## config.mk

```make
export PLATFORM = sky130hd
export DESIGN_NAME = flash_cmd_ctrl
export DESIGN_NICKNAME = d
export VERILOG_FILES = /design/src/rtl/flash_cmd_pkg.sv /design/src/rtl/flash_cmd_seq.sv /design/src/rtl/flash_op_engine.sv /design/src/rtl/flash_read_port.sv /design/src/rtl/flash_cmd_ctrl.sv
export SDC_FILE = /design/constraint.sdc
export NUM_CORES = 1
export LEC_CHECK = 0
export ABC_AREA = 1
export BUFFER_PORTS_ARGS = -buffer_cell sky130_fd_sc_hd__buf_2
export CORE_MARGIN = 2
export CORE_UTILIZATION = 54
export CTS_CLUSTER_SIZE = 30
export DETAILED_ROUTE_END_ITERATION = 16
export PLACE_DENSITY_LB_ADDON = 0.12
export SYNTH_ARGS = -nofsm -noshare
export SYNTH_HDL_FRONTEND = slang
export SYNTH_SLANG_ARGS = --single-unit
```

## constraint.sdc

```tcl
create_clock -name clk -period 5.37 [get_ports clk]
set_clock_uncertainty 0.15 [all_clocks]
set_input_delay 0 -clock clk [delete_from_list [all_inputs] [get_ports clk]]
set_output_delay 0 -clock clk [all_outputs]
set_load 0.005 [all_outputs]
```

## src/rtl/flash_cmd_pkg.sv

```systemverilog
package flash_cmd_pkg;

    typedef enum logic [2:0] {
        CMD_READ,
        CMD_UNLK1,
        CMD_UNLK2,
        CMD_PROG,
        CMD_ERS1,
        CMD_ERS2,
        CMD_ERS3
    } cmd_state_e;

    typedef enum logic [1:0] {
        OP_NONE,
        OP_PROG,
        OP_SECT,
        OP_CHIP
    } op_kind_e;

    localparam int OFS_W = 11;
    localparam logic [OFS_W-1:0] OFS_A = 11'h555;
    localparam logic [OFS_W-1:0] OFS_B = 11'h2AA;

    localparam logic [7:0] KEY_A      = 8'hAA;
    localparam logic [7:0] KEY_B      = 8'h55;
    localparam logic [7:0] VERB_PROG  = 8'hA0;
    localparam logic [7:0] VERB_ERASE = 8'h80;
    localparam logic [7:0] VERB_SECT  = 8'h30;
    localparam logic [7:0] VERB_CHIP  = 8'h10;

endpackage

```

## src/rtl/flash_cmd_seq.sv

```systemverilog
module flash_cmd_seq
    import flash_cmd_pkg::*;
#(
    parameter int MAIN_AW = 17
) (
    input  logic               clk,
    input  logic               rst_n,
    input  logic               wr_ok,
    input  logic [MAIN_AW-1:0] addr,
    input  logic [7:0]         din,
    output logic               start,
    output op_kind_e           start_kind
);

    typedef struct packed {
        cmd_state_e st;
    } seq_t;

    seq_t s_d, s_q;
    logic is_a, is_b;

    assign is_a = (addr[OFS_W-1:0] == OFS_A);
    assign is_b = (addr[OFS_W-1:0] == OFS_B);

    always_comb begin
        s_d        = s_q;
        start      = 1'b0;
        start_kind = OP_NONE;
        if (wr_ok) begin
            s_d.st = CMD_READ;
            unique case (s_q.st)
                CMD_READ:  if (is_a && din == KEY_A) s_d.st = CMD_UNLK1;
                CMD_UNLK1: if (is_b && din == KEY_B) s_d.st = CMD_UNLK2;
                CMD_UNLK2: begin
                    if (is_a && din == VERB_PROG)  s_d.st = CMD_PROG;
                    if (is_a && din == VERB_ERASE) s_d.st = CMD_ERS1;
                end
                CMD_PROG: begin
                    start      = 1'b1;
                    start_kind = OP_PROG;
                end
                CMD_ERS1: if (is_a && din == KEY_A) s_d.st = CMD_ERS2;
                CMD_ERS2: if (is_b && din == KEY_B) s_d.st = CMD_ERS3;
                CMD_ERS3: begin
                    if (din == VERB_SECT) begin
                        start      = 1'b1;
                        start_kind = OP_SECT;
                    end else if (is_a && din == VERB_CHIP) begin
                        start      = 1'b1;
                        start_kind = OP_CHIP;
                    end
                end
                default: s_d.st = CMD_READ;
            endcase
        end
    end

    always_ff @(posedge clk) begin
        if (!rst_n) s_q <= '{st: CMD_READ};
        else        s_q <= s_d;
    end

endmodule

```

## src/rtl/flash_op_engine.sv

```systemverilog
module flash_op_engine
    import flash_cmd_pkg::*;
#(
    parameter int MAIN_AW  = 17,
    parameter int PROG_CYC = 8,
    parameter int SERA_CYC = 40,
    parameter int CHIP_CYC = 100
) (
    input  logic               clk,
    input  logic               rst_n,
    input  logic               start,
    input  op_kind_e           start_kind,
    input  logic [MAIN_AW-1:0] start_addr,
    input  logic [7:0]         start_data,
    output logic               busy,
    output logic               done,
    output op_kind_e           kind,
    output logic [MAIN_AW-1:0] op_addr,
    output logic [7:0]         op_data
);

    localparam int MAX_A  = (PROG_CYC > SERA_CYC) ? PROG_CYC : SERA_CYC;
    localparam int MAX_C  = (MAX_A > CHIP_CYC) ? MAX_A : CHIP_CYC;
    localparam int CNT_W  = $clog2(MAX_C + 1);

    typedef struct packed {
        logic               busy;
        op_kind_e           kind;
        logic [CNT_W-1:0]   cnt;
        logic [MAIN_AW-1:0] addr;
        logic [7:0]         data;
    } eng_t;

    eng_t e_d, e_q;

    always_comb begin
        e_d  = e_q;
        done = e_q.busy && (e_q.cnt == '0);
        if (done) begin
            e_d.busy = 1'b0;
            e_d.kind = OP_NONE;
        end else if (e_q.busy) begin
            e_d.cnt = e_q.cnt - 1'b1;
        end else if (start) begin
            e_d.busy = 1'b1;
            e_d.kind = start_kind;
            e_d.addr = start_addr;
            e_d.data = start_data;
            unique case (start_kind)
                OP_PROG: e_d.cnt = CNT_W'(PROG_CYC - 1);
                OP_SECT: e_d.cnt = CNT_W'(SERA_CYC - 1);
                default: e_d.cnt = CNT_W'(CHIP_CYC - 1);
            endcase
        end
    end

    always_ff @(posedge clk) begin
        if (!rst_n) e_q <= '{busy: 1'b0, kind: OP_NONE, cnt: '0, addr: '0, data: '0};
        else        e_q <= e_d;
    end

    assign busy    = e_q.busy;
    assign kind    = e_q.kind;
    assign op_addr = e_q.addr;
    assign op_data = e_q.data;

endmodule

```

## src/rtl/flash_read_port.sv

```systemverilog
module flash_read_port
    import flash_cmd_pkg::*;
(
    input  logic       clk,
    input  logic       rst_n,
    input  logic       rd,
    input  logic       boot_sel,
    input  logic       busy,
    input  op_kind_e   kind,
    input  logic       op_bit7,
    input  logic [7:0] arr_rdata,
    input  logic [7:0] boot_rdata,
    output logic [7:0] dout
);

    typedef struct packed {
        logic [7:0] dout;
        logic       tog;
    } rdp_t;

    rdp_t r_d, r_q;
    logic poll_bit;

    assign poll_bit = (kind == OP_PROG) ? ~op_bit7 : 1'b0;

    always_comb begin
        r_d = r_q;
        if (rd) begin
            if (boot_sel) begin
                r_d.dout = boot_rdata;
            end else if (busy) begin
                r_d.dout = {poll_bit, r_q.tog, 6'b0};
                r_d.tog  = ~r_q.tog;
            end else begin
                r_d.dout = arr_rdata;
            end
        end
    end

    always_ff @(posedge clk) begin
        if (!rst_n) r_q <= '{dout: 8'h00, tog: 1'b0};
        else        r_q <= r_d;
    end

    assign dout = r_q.dout;

endmodule

```

## src/rtl/flash_cmd_ctrl.sv

```systemverilog
module flash_cmd_ctrl
    import flash_cmd_pkg::*;
#(
    parameter int MAIN_AW  = 17,
    parameter int SECT_W   = 3,
    parameter int BOOT_AW  = 15,
    parameter int PROG_CYC = 8,
    parameter int SERA_CYC = 40,
    parameter int CHIP_CYC = 100
) (
    input  logic               clk,
    input  logic               rst_n,
    input  logic [MAIN_AW:0]   bus_addr,
    input  logic [7:0]         bus_din,
    input  logic               bus_wr,
    input  logic               bus_rd,
    output logic [7:0]         bus_dout,
    output logic               busy,
    output logic [MAIN_AW-1:0] arr_addr,
    input  logic [7:0]         arr_rdata,
    output logic               arr_we,
    output logic [7:0]         arr_wdata,
    output logic               arr_erase,
    output logic               arr_erase_all,
    output logic [SECT_W-1:0]  arr_sector,
    output logic [BOOT_AW-1:0] boot_addr,
    input  logic [7:0]         boot_rdata
);

    logic               boot_sel, wr_ok, start, done;
    op_kind_e           start_kind, kind;
    logic [MAIN_AW-1:0] op_addr;
    logic [7:0]         op_data;

    assign boot_sel  = bus_addr[MAIN_AW];
    assign wr_ok     = bus_wr && !boot_sel && !busy;
    assign boot_addr = bus_addr[BOOT_AW-1:0];

    flash_cmd_seq #(.MAIN_AW(MAIN_AW)) u_seq (
        .clk        (clk),
        .rst_n      (rst_n),
        .wr_ok      (wr_ok),
        .addr       (bus_addr[MAIN_AW-1:0]),
        .din        (bus_din),
        .start      (start),
        .start_kind (start_kind)
    );

    flash_op_engine #(
        .MAIN_AW  (MAIN_AW),
        .PROG_CYC (PROG_CYC),
        .SERA_CYC (SERA_CYC),
        .CHIP_CYC (CHIP_CYC)
    ) u_eng (
        .clk        (clk),
        .rst_n      (rst_n),
        .start      (start),
        .start_kind (start_kind),
        .start_addr (bus_addr[MAIN_AW-1:0]),
        .start_data (bus_din),
        .busy       (busy),
        .done       (done),
        .kind       (kind),
        .op_addr    (op_addr),
        .op_data    (op_data)
    );

    flash_read_port u_rdp (
        .clk        (clk),
        .rst_n      (rst_n),
        .rd         (bus_rd),
        .boot_sel   (boot_sel),
        .busy       (busy),
        .kind       (kind),
        .op_bit7    (op_data[7]),
        .arr_rdata  (arr_rdata),
        .boot_rdata (boot_rdata),
        .dout       (bus_dout)
    );

    assign arr_addr      = done ? op_addr : bus_addr[MAIN_AW-1:0];
    assign arr_we        = done && (kind == OP_PROG);
    assign arr_wdata     = op_data & arr_rdata;
    assign arr_erase     = done && (kind != OP_PROG) && (kind != OP_NONE);
    assign arr_erase_all = (kind == OP_CHIP);
    assign arr_sector    = op_addr[MAIN_AW-1 -: SECT_W];

endmodule

```

==> results.toml <==
[logic_synthesis]
synth_fp_nets = 463
ys_ff_latch = 47
synth-seq-area-share_pct = 33.98
synth_top_area_share_pct = 33.98
yosys-top-cells-area = "dfxtp_1, nand2_1, a21oi_1"
yosysTopAreaCell = "dfxtp_1"
syn_area_sq_mm = 0.002769
ys_types = 32
syn_area_per_cell_sq_um = 6.688
yosys_warnings = 0
synthCells = 414

[floorplanning]
initial_core_util_pct = 54.91
dieArea_sq_mm = 0.005716
ios = 101
rows = 26
fp.dieW_um = 75.61
core_sq_mm = 0.005042
die_h_um = 75.61

[routing]
drt_pass1_iterations = 4
num_vias = 2900
wl_per_cell_um = 11.76
wirelength_mm = 6.984
viasPerCell = 4.882
drc = 0
antenna_left = 0
drt_iter0_drc = 146

[clock_tree]
path_clk_slew_ps = 80
clk_latency_ps = 300
htree_num_levels = 2
cts_buffers = 5
cts_sinks = 47
cts_setup_buffers = 0
cts_buffer_depth = 2
tritoncts = "yes"
cts_root_buffer = "clkbuf_8"

[critical_path]
worstSetupEndpointType = "primary output"
path_class = "flip-flop to primary output"
path_max_fanout = 36
critPathLaunchType = "flip-flop"
critPathRequiredTime_ps = 5220
arrival_ps = 2460

[sta]
finalSetupViolCount = 0
fmax_mhz = 382.8
tns_ps = 0
period_share_pct = 48.65
min_period_ps = 2613
max_slew.worst_pin.slew_ps = 1157
grt_setup_unrepaired = "no"
max-slew-margin-rel_pct = 22.76
drv_slew = 0
hold_viol_final = 0

[global_route]
grt_max_degree = 56
grt_overflow = 0
grt_pass1_wl_mm = 10.78
antenna_found_initial = 0
grt_pass1_vias = 2561
grt.total_usage_pct = 24.40

[placed_design]
dpl_cell_area_sq_mm = 0.003063
routabilityCongestion = 0.8775
portBuffers = 100
dp.final_hpwl_mm = 4.777

[layout]
drive_gt1_share_pct = 23.47
multi_input_area_sq_mm = 0.001303
fin_util_pct = 71.27
fin_area_sq_mm = 0.003593
diodes = 0
areaGrowthSynthToFinish_pct = 29.78
seq_area_sq_um = 940.9
final_net_count = 572
fill_cells = 452

[job]
max_cap_viol_count = 0

[run_status]
status = "completed"

[power_and_ir_drop]
total_power_mw = 0.6886
ir_worst_vdd_mv = 0.1450
p_leak_nw = 1.853
power_density_mw_per_mm2 = 191.6

[worst_hold_path]
hold_class = "primary input to flip-flop"
## sequential cells by signal, summed over array words and instances, names as in the netlist
signal         flops
u_rdp.dout         8
u_eng.busy         1
u_seq.s_q          3
u_eng.kind         2
u_eng.e_q          7
u_eng.op_data      8
u_eng.op_addr     17
u_rdp.r_q          1
## layer usage
metal,track usage [%],vias to the layer above,share of wire (%)
met1,28.54,1274,44
met3,4.365,17,4.5
met4,9.942,0,2.5
met2,43.86,75,49
li1,-,1534,-
met5,0,-,0
## metrics by stage
step	cells	worst slack (ps)	hold slack (ps)
after floorplan	414	3617	-71.22
after global placement	543	3109	30.13
after detailed placement	543	3029	29.78
after CTS	594	2767	30.40
after global routing	594	2387	72.42
final	594	2757	24.90
## layout by cell type (no fill, tap or decap)
master | synthesis | final
buf_2 | 4 | 100
nand2_1 | 83 | 83
inv_1 | 58 | 58
a21oi_1 | 50 | 50
dfxtp_1 | 47 | 47
dlygate4sd3_1 | 0 | 43
nor2_1 | 31 | 31
o21ai_0 | 31 | 31
o21ai_1 | 20 | 20
nand3_1 | 13 | 13
nand4_1 | 11 | 11
clkbuf_8 | 0 | 7
or2_2 | 3 | 3
ha_1 | 3 | 3
nand2_2 | 2 | 2
inv_2 | 2 | 2
nor3_1 | 2 | 2
nor2_2 | 2 | 2
xor2_1 | 2 | 2
nor4_1 | 2 | 2
inv_4 | 1 | 1
nor2_4 | 1 | 1
nor2_8 | 1 | 1
nand2_4 | 1 | 1
nand3_2 | 1 | 1
nand3_4 | 1 | 1
o211ai_1 | 1 | 1
xnor2_1 | 1 | 1
a221oi_1 | 1 | 1
o221a_2 | 1 | 1
o31ai_1 | 1 | 1
clkbuf_1 | 6 | 1
## cells in the mapped netlist, drive strengths merged
master / count
ha: 3
nor4: 2
xnor2: 1
xor2: 2
o21ai: 51
nand2: 86
o31ai: 1
o211ai: 1
nor3: 2
inv: 61
o221a: 1
dfxtp: 47
nand3: 15
or2: 3
a221oi: 1
a21oi: 50
clkbuf: 6
nand4: 11
buf: 35
nor2: 35
## where the power goes
group          leakage [nW]  internal [mW]  switching, mW
Combinational          1.42         0.0557         0.0499
Clock                0.0515          0.117          0.111
Sequential            0.380          0.352        0.00191
Total                  1.85          0.526          0.163
## critical path, stage by stage (launching register included)
cell	delay, ps
dfxtp_1	640
inv_1	180
nor2_2	920
inv_1	160
nor2_1	130
buf_2	120
## cell families (layout without fill, tap and decap cells)
family,Yosys count,after routing,share of synthesized area (%)
buffers and inverters,102,212,18.98
adder cells (fa/ha/maj),3,3,1.356
XOR/XNOR,3,3,0.9491
flip-flops,47,47,33.98
AND/OR/NAND/NOR,154,154,25.21
AO/OA/AOI/OAI,105,105,19.52
## layout make-up
type,count,share of cell area (%)
Clock buffer,8,2.786
Inverter,61,6.441
Multi-Input combinational cell,265,36.25
Sequential cell,47,26.18
Tap cell,70,2.437
Timing Repair Buffer,143,25.91
## path summary, 6_finish.rpt
check / endpoint / depth (start not counted) / startpoint / slack, ps
hold reg to reg: u_eng.op_data[2]$_SDFFE_PN0P_ / 2 / u_eng.op_data[2]$_SDFFE_PN0P_ / 330
setup / recovery: arr_erase / 5 / u_eng.busy$_SDFF_PP0_ / 2760
hold / removal: u_eng.e_q[31]$_SDFFE_PN0P_ / 3 / rst_n / 20
setup reg to reg: u_rdp.dout[7]$_SDFFE_PN0P_ / 6 / u_eng.busy$_SDFF_PP0_ / 2880
## repair_timing
item / 4_1_cts / 5_1_grt
gates resized for setup: 0 / 0
hold endpoints to repair: 36 / 0
hold buffers: 43 / 0
No activity file was read; power rests on OpenSTA's default activity.
